==> src/rtl/psa_pkg.sv <==
package psa_pkg;
    localparam int LANES  = 8;
    localparam int LANE_W = 8;
    localparam int DATA_W = LANES * LANE_W;
    localparam int HALF   = LANES / 2;
    localparam int OFF_W  = $clog2(LANES);

    typedef enum logic {
        DIR_BEGIN = 1'b0,
        DIR_END   = 1'b1
    } dir_e;
endpackage

==> src/rtl/psa_lane_mask.sv <==
module psa_lane_mask
    import psa_pkg::*;
(
    input  logic [OFF_W-1:0] offset,
    input  dir_e             dir,
    input  logic             is_dword,
    output logic [LANES-1:0] be,
    output logic             probe
);
    logic [OFF_W-1:0] unit_off;

    always_comb begin
        unit_off = is_dword ? offset : {1'b0, offset[OFF_W-2:0]};
        probe    = (dir == DIR_END) && (unit_off == '0);
    end

    for (genvar i = 0; i < LANES; i++) begin : g_lane
        localparam int REL_W = i % HALF;
        localparam logic UPPER = (i >= HALF);
        logic             in_unit;
        logic [OFF_W-1:0] rel;
        always_comb begin
            in_unit = is_dword || (offset[OFF_W-1] == UPPER);
            rel     = is_dword ? OFF_W'(i) : OFF_W'(REL_W);
            if (dir == DIR_END)
                be[i] = in_unit && (rel < unit_off);
            else
                be[i] = in_unit && (rel >= unit_off);
        end
    end


    always_comb begin
        probe_excl_chk: assert (!(probe && (|be)));
    end
endmodule

==> src/rtl/psa_data_place.sv <==
module psa_data_place
    import psa_pkg::*;
(
    input  logic [DATA_W-1:0] value,
    input  logic              is_dword,
    output logic [DATA_W-1:0] data
);
    localparam int HW = DATA_W / 2;

    for (genvar h = 0; h < 2; h++) begin : g_half
        always_comb begin
            if (is_dword)
                data[h*HW +: HW] = value[h*HW +: HW];
            else
                data[h*HW +: HW] = value[HW-1:0];
        end
    end
endmodule

==> src/rtl/psa_aligner.sv <==
module psa_aligner
    import psa_pkg::*;
#(
    parameter int ADDR_W = 32
) (
    input  logic              clk,
    input  logic              rst_n,
    input  logic              req_valid,
    output logic              req_ready,
    input  logic [ADDR_W-1:0] req_addr,
    input  logic [63:0]       req_value,
    input  logic              req_end,
    input  logic              req_dword,
    output logic              wr_valid,
    input  logic              wr_ready,
    output logic [ADDR_W-1:0] wr_addr,
    output logic [63:0]       wr_data,
    output logic [7:0]        wr_be,
    output logic              wr_probe
);
    typedef struct packed {
        logic              valid;
        logic [ADDR_W-1:0] addr;
        logic [DATA_W-1:0] data;
        logic [LANES-1:0]  be;
        logic              probe;
        logic              dword;
    } beat_t;

    beat_t            st_d, st_q;
    logic [LANES-1:0] mask_w;
    logic             probe_w;
    logic [DATA_W-1:0] data_w;
    logic             accept;
    dir_e             dir_w;

    assign dir_w = dir_e'(req_end);

    psa_lane_mask u_mask (
        .offset   (req_addr[OFF_W-1:0]),
        .dir      (dir_w),
        .is_dword (req_dword),
        .be       (mask_w),
        .probe    (probe_w)
    );

    psa_data_place u_place (
        .value    (req_value),
        .is_dword (req_dword),
        .data     (data_w)
    );

    always_comb begin
        req_ready = !st_q.valid || wr_ready;
        accept    = req_valid && req_ready;
        st_d      = st_q;
        if (wr_ready) st_d.valid = 1'b0;
        if (accept) begin
            st_d.valid = 1'b1;
            st_d.addr  = {req_addr[ADDR_W-1:OFF_W],
                          req_dword ? 1'b0 : req_addr[OFF_W-1],
                          {(OFF_W-1){1'b0}}};
            st_d.data  = data_w;
            st_d.be    = mask_w;
            st_d.probe = probe_w;
            st_d.dword = req_dword;
        end
    end

    always_ff @(posedge clk) begin
        if (!rst_n) st_q <= '0;
        else        st_q <= st_d;
    end

    assign wr_valid = st_q.valid;
    assign wr_addr  = st_q.addr;
    assign wr_data  = st_q.data;
    assign wr_be    = st_q.be;
    assign wr_probe = st_q.probe;


    hold_stable_chk: assert property (@(posedge clk) disable iff (!rst_n)
        (wr_valid && !wr_ready) |=> (wr_valid && $stable(wr_addr) && $stable(wr_data)
                                     && $stable(wr_be) && $stable(wr_probe)));

    addr_align_chk: assert property (@(posedge clk) disable iff (!rst_n)
        wr_valid |-> (wr_addr[1:0] == 2'b00));

    half_only_chk: assert property (@(posedge clk) disable iff (!rst_n)
        (wr_valid && !st_q.dword) |-> (wr_be[7:4] == 4'h0 || wr_be[3:0] == 4'h0));

    probe_empty_chk: assert property (@(posedge clk) disable iff (!rst_n)
        wr_valid |-> (wr_probe == (wr_be == 8'h00)));

    one_beat_chk: assert property (@(posedge clk) disable iff (!rst_n)
        (req_valid && req_ready) |=> wr_valid);
endmodule

==> config.mk <==
export PLATFORM = sky130hd
export DESIGN_NAME = psa_aligner
export DESIGN_NICKNAME = d
export VERILOG_FILES = /design/src/rtl/psa_pkg.sv /design/src/rtl/psa_lane_mask.sv /design/src/rtl/psa_data_place.sv /design/src/rtl/psa_aligner.sv
export SDC_FILE = /design/constraint.sdc
export NUM_CORES = 1
export LEC_CHECK = 0
export ABC_AREA = 1
export BUFFER_PORTS_ARGS = -buffer_cell sky130_fd_sc_hd__buf_2
export CORE_UTILIZATION = 45
export DETAILED_ROUTE_END_ITERATION = 10
export PLACE_DENSITY_LB_ADDON = 0.3
export REMOVE_ABC_BUFFERS = 1
export SYNTH_ARGS = -nofsm -noshare
export SYNTH_HDL_FRONTEND = slang
export SYNTH_SLANG_ARGS = --single-unit
export TNS_END_PERCENT = 20
==> constraint.sdc <==
create_clock -name clk -period 1.29 [get_ports clk]
set_input_delay 0.258 -clock clk [delete_from_list [all_inputs] [get_ports clk]]
set_output_delay 0.258 -clock clk [all_outputs]
set_load 0.02 [all_outputs]
==> summary.json <==
{
  "timing.final.crit_period_ns": 1.25,
  "worstPathArrival_ns": 0.99,
  "io_port_bufs": 206,
  "synth-simple-area-share_pct": 22.2,
  "critical_path_peak_fanout": 3,
  "antenna_cells": 0,
  "yosysWarningCount": 0,
  "cts_buffer_depth": 2,
  "power.leakage_nw": 2.82,
  "r2r-start": "wr_valid",
  "place.detailed.hpwl_microns": 8040,
  "routedLengthMet1_microns": 4640,
  "final-setup-viol-count": 0,
  "synth_top_cells_by_area": "sky130_fd_sc_hd__dfxtp_1 (50%), sky130_fd_sc_hd__nand2_1 (13%), sky130_fd_sc_hd__o21ai_0 (9.8%)",
  "num_vias": 4285,
  "synth_enable_flop_cells": 0,
  "cts_root_buf": "sky130_fd_sc_hd__clkbuf_8",
  "groute.usage.overall_pct": 22.8,
  "finalClockSkew_ns": 0.0105,
  "violated_checks": "design-rule violations",
  "setup_repair_after_global_routing_missed_its_margin": "yes",
  "synth_largest_type_area_fraction_pct": 50.3,
  "remaining_drc_errors": 19,
  "clkSinkCount": 104,
  "number_of_global_route_vias_before_repair": 3888,
  "synth.top_cells.by_count": "sky130_fd_sc_hd__nand2_1 (138), sky130_fd_sc_hd__dfxtp_1 (104), sky130_fd_sc_hd__o21ai_0 (81), sky130_fd_sc_hd__nor2_1 (80), sky130_fd_sc_hd__a21oi_1 (66)",
  "pin_count_of_the_biggest_net_entering_global_routing": 60,
  "die_width_microns": 98.0,
  "overflow": 0,
  "hold_start": "req_value[8]",
  "synth-seq-cells": 104,
  "timing.setup.tns_ns": 0,
  "syn-instance-count": 568,
  "final_count_of_hold_timing_violations": 0,
  "run_status": "finished with violations",
  "synth_compound_gate_area_share_pct": 18.7,
  "dr_wl_met2_microns": 5500,
  "synth_xor_xnor_area_share_pct": 0,
  "clock_tree_from_tritoncts": "yes",
  "synth_area_per_cell_sq_um": 7.29,
  "ant_nets": 0,
  "drt-initial-drc-count": 139,
  "met3RoutedLength_microns": 959,
  "finish.utilization_pct": 62.1,
  "n_fill_cell": 850,
  "die_footprint_sq_mm": 0.00959,
  "clock_input_transition_at_the_sequential_cells_of_the_worst_setup_and_hold_paths_ns": 0.10,
  "htree_num_levels": 3,
  "cp-end-kind": "output pin",
  "synth_top_family_by_area": "simple AND/OR/NAND/NOR gates",
  "grt_first_pass_wirelength_microns": 17800,
  "ios": 209,
  "hold_path.class": "in -> reg",
  "final.period_utilization_pct": 96.6,
  "power_density_mw_per_mm2": 1260,
  "core-area_sq_mm": 0.00881,
  "drt-wirelength-per-cell_microns": 13.0,
  "seq_area_frac_synth_pct": 50.3,
  "post_cts_hold_buffer_count": 0,
  "placement_rows": 34,
  "design.final.nets": 861,
  "crit_type": "reg -> out",
  "cap_viol_max_count": 0,
  "synth_area_sq_mm": 0.00414,
  "routed_wirelength_microns": 11300,
  "synth_largest_area_cell": "sky130_fd_sc_hd__dfxtp_1",
  "critPathLaunchType": "flop",
  "synthToLayoutAreaGrowth_pct": 32.0,
  "highest-signal-layer": "met4",
  "maxSlewViolCount": 0,
  "synth_mux_area_share_pct": 0,
  "drtPass1Iterations": 8,
  "synth-main-ff-cell": "sky130_fd_sc_hd__dfxtp_1",
  "fmaxAchievable_ghz": 0.802,
  "post_drt_via_cell_ratio": 4.91,
  "globalplace.congestion": 0.790,
  "antenna_violations_before_repair": 0,
  "tritoncts.num_buffers": 9,
  "clkLatencyLatePin_ns": 0.36,
  "ys_async_sr_fraction_pct": 0,
  "ir_worst_vdd_v": 0.000549,
  "die_height_microns": 98.0,
  "initial_utilization_pct": 47.0,
  "yosysMostFrequentCell": "sky130_fd_sc_hd__nand2_1",
  "startpoint": "wr_valid",
  "endpoint_required_time_on_the_critical_path_ns": 1.03,
  "synth.lib_cells_used.distinct": 19,
  "post_route_cells_drive_above_1_share_pct": 31.9,
  "synthAdderAreaFrac_pct": 0
}
-- cell usage in the layout (no fill, tap or decap) --
cell type	instances
sky130_fd_sc_hd__nor2_4	2
sky130_fd_sc_hd__a21oi_1	66
sky130_fd_sc_hd__nor2_1	80
sky130_fd_sc_hd__buf_4	9
sky130_fd_sc_hd__inv_1	30
sky130_fd_sc_hd__buf_6	1
sky130_fd_sc_hd__o21ai_1	6
sky130_fd_sc_hd__clkbuf_16	1
sky130_fd_sc_hd__inv_8	1
sky130_fd_sc_hd__dfxtp_4	1
sky130_fd_sc_hd__o21ai_0	81
sky130_fd_sc_hd__clkbuf_8	10
sky130_fd_sc_hd__dfxtp_1	103
sky130_fd_sc_hd__conb_1	2
sky130_fd_sc_hd__clkinv_1	1
sky130_fd_sc_hd__nand2_2	2
sky130_fd_sc_hd__buf_2	205
sky130_fd_sc_hd__buf_12	5
sky130_fd_sc_hd__clkinv_2	1
sky130_fd_sc_hd__clkinv_4	1
sky130_fd_sc_hd__a21oi_4	1
sky130_fd_sc_hd__inv_2	1
sky130_fd_sc_hd__nand3_1	13
sky130_fd_sc_hd__inv_6	2
sky130_fd_sc_hd__clkinvlp_4	1
sky130_fd_sc_hd__nand2_1	138
-- routing by layer --
metal,global-route usage (%),vias up
met5,0,-
met4,9.21,0
met3,5.51,20
met2,40.4,163
met1,26.3,1912
li1,-,2190
-- power breakdown --
group | switching (mW) | internal, mW
clock network | 1.16 | 0.783
registers | 0.113 | 3.44
logic | 0.873 | 0.517
total | 2.15 | 4.74
-- through the flow --
stage	total power [mW]	setup WS, ns	std cells	hold slack [ns]	instance area (sq um)
floorplan	4.38	-1.88	527	0.394	3900
global placement	4.96	0.0781	852	0.448	5220
detailed placement	5.00	0.0293	852	0.455	5220
CTS	6.94	0.00731	868	0.114	5410
global route	7.24	-0.00482	872	0.119	5470
finish	6.89	0.0437	872	0.128	5470
-- final timing paths --
path	end	slack, ns	cells after the start
hold reg to reg	wr_data[36]	0.47	2
setup / recovery	req_ready	0.04	2
hold / removal	wr_data[8]	0.13	3
setup reg to reg	wr_be[0]	0.10	6
-- cell type report --
cell class / count / area (sq um) / area share (%)
Inverter: 32 / 120 / 2.20
Tap cell: 108 / 135 / 2.47
Sequential cell: 104 / 2090 / 38.2
Timing Repair Buffer: 221 / 1230 / 22.5
Clock buffer: 10 / 138 / 2.52
Clock inverter: 6 / 50.0 / 0.916
Multi-Input combinational cell: 391 / 1710 / 31.2
-- worst max-delay path, stage by stage, from the launching register on --
cell                      delay (ns)
sky130_fd_sc_hd__dfxtp_4        0.38
sky130_fd_sc_hd__nand2_2        0.08
sky130_fd_sc_hd__buf_4          0.17
-- what timing repair did --
action / in CTS / in global routing
cloned: 0 / 1
gates resized for setup: 1 / 3
setup endpoints to repair: 1 / 17
setup buffers: 0 / 3
pin swaps: 0 / 1
endpoints found under the hold margin: 0 / 0
-- registers in the layout (all words and copies together), names as in the netlist --
signal    flops
wr_probe      1
wr_be         8
wr_data      64
wr_valid      1
wr_addr      30
-- kinds of logic (layout without fill, tap and decap cells) --
logic type / Yosys count / after routing
and+or+nand+nor: 235 / 235
buffers and inverters: 74 / 269
other: 1 / 2
DFF: 104 / 104
AOI/OAI and AO/OA: 154 / 154
(Power assumes the default switching activity.)
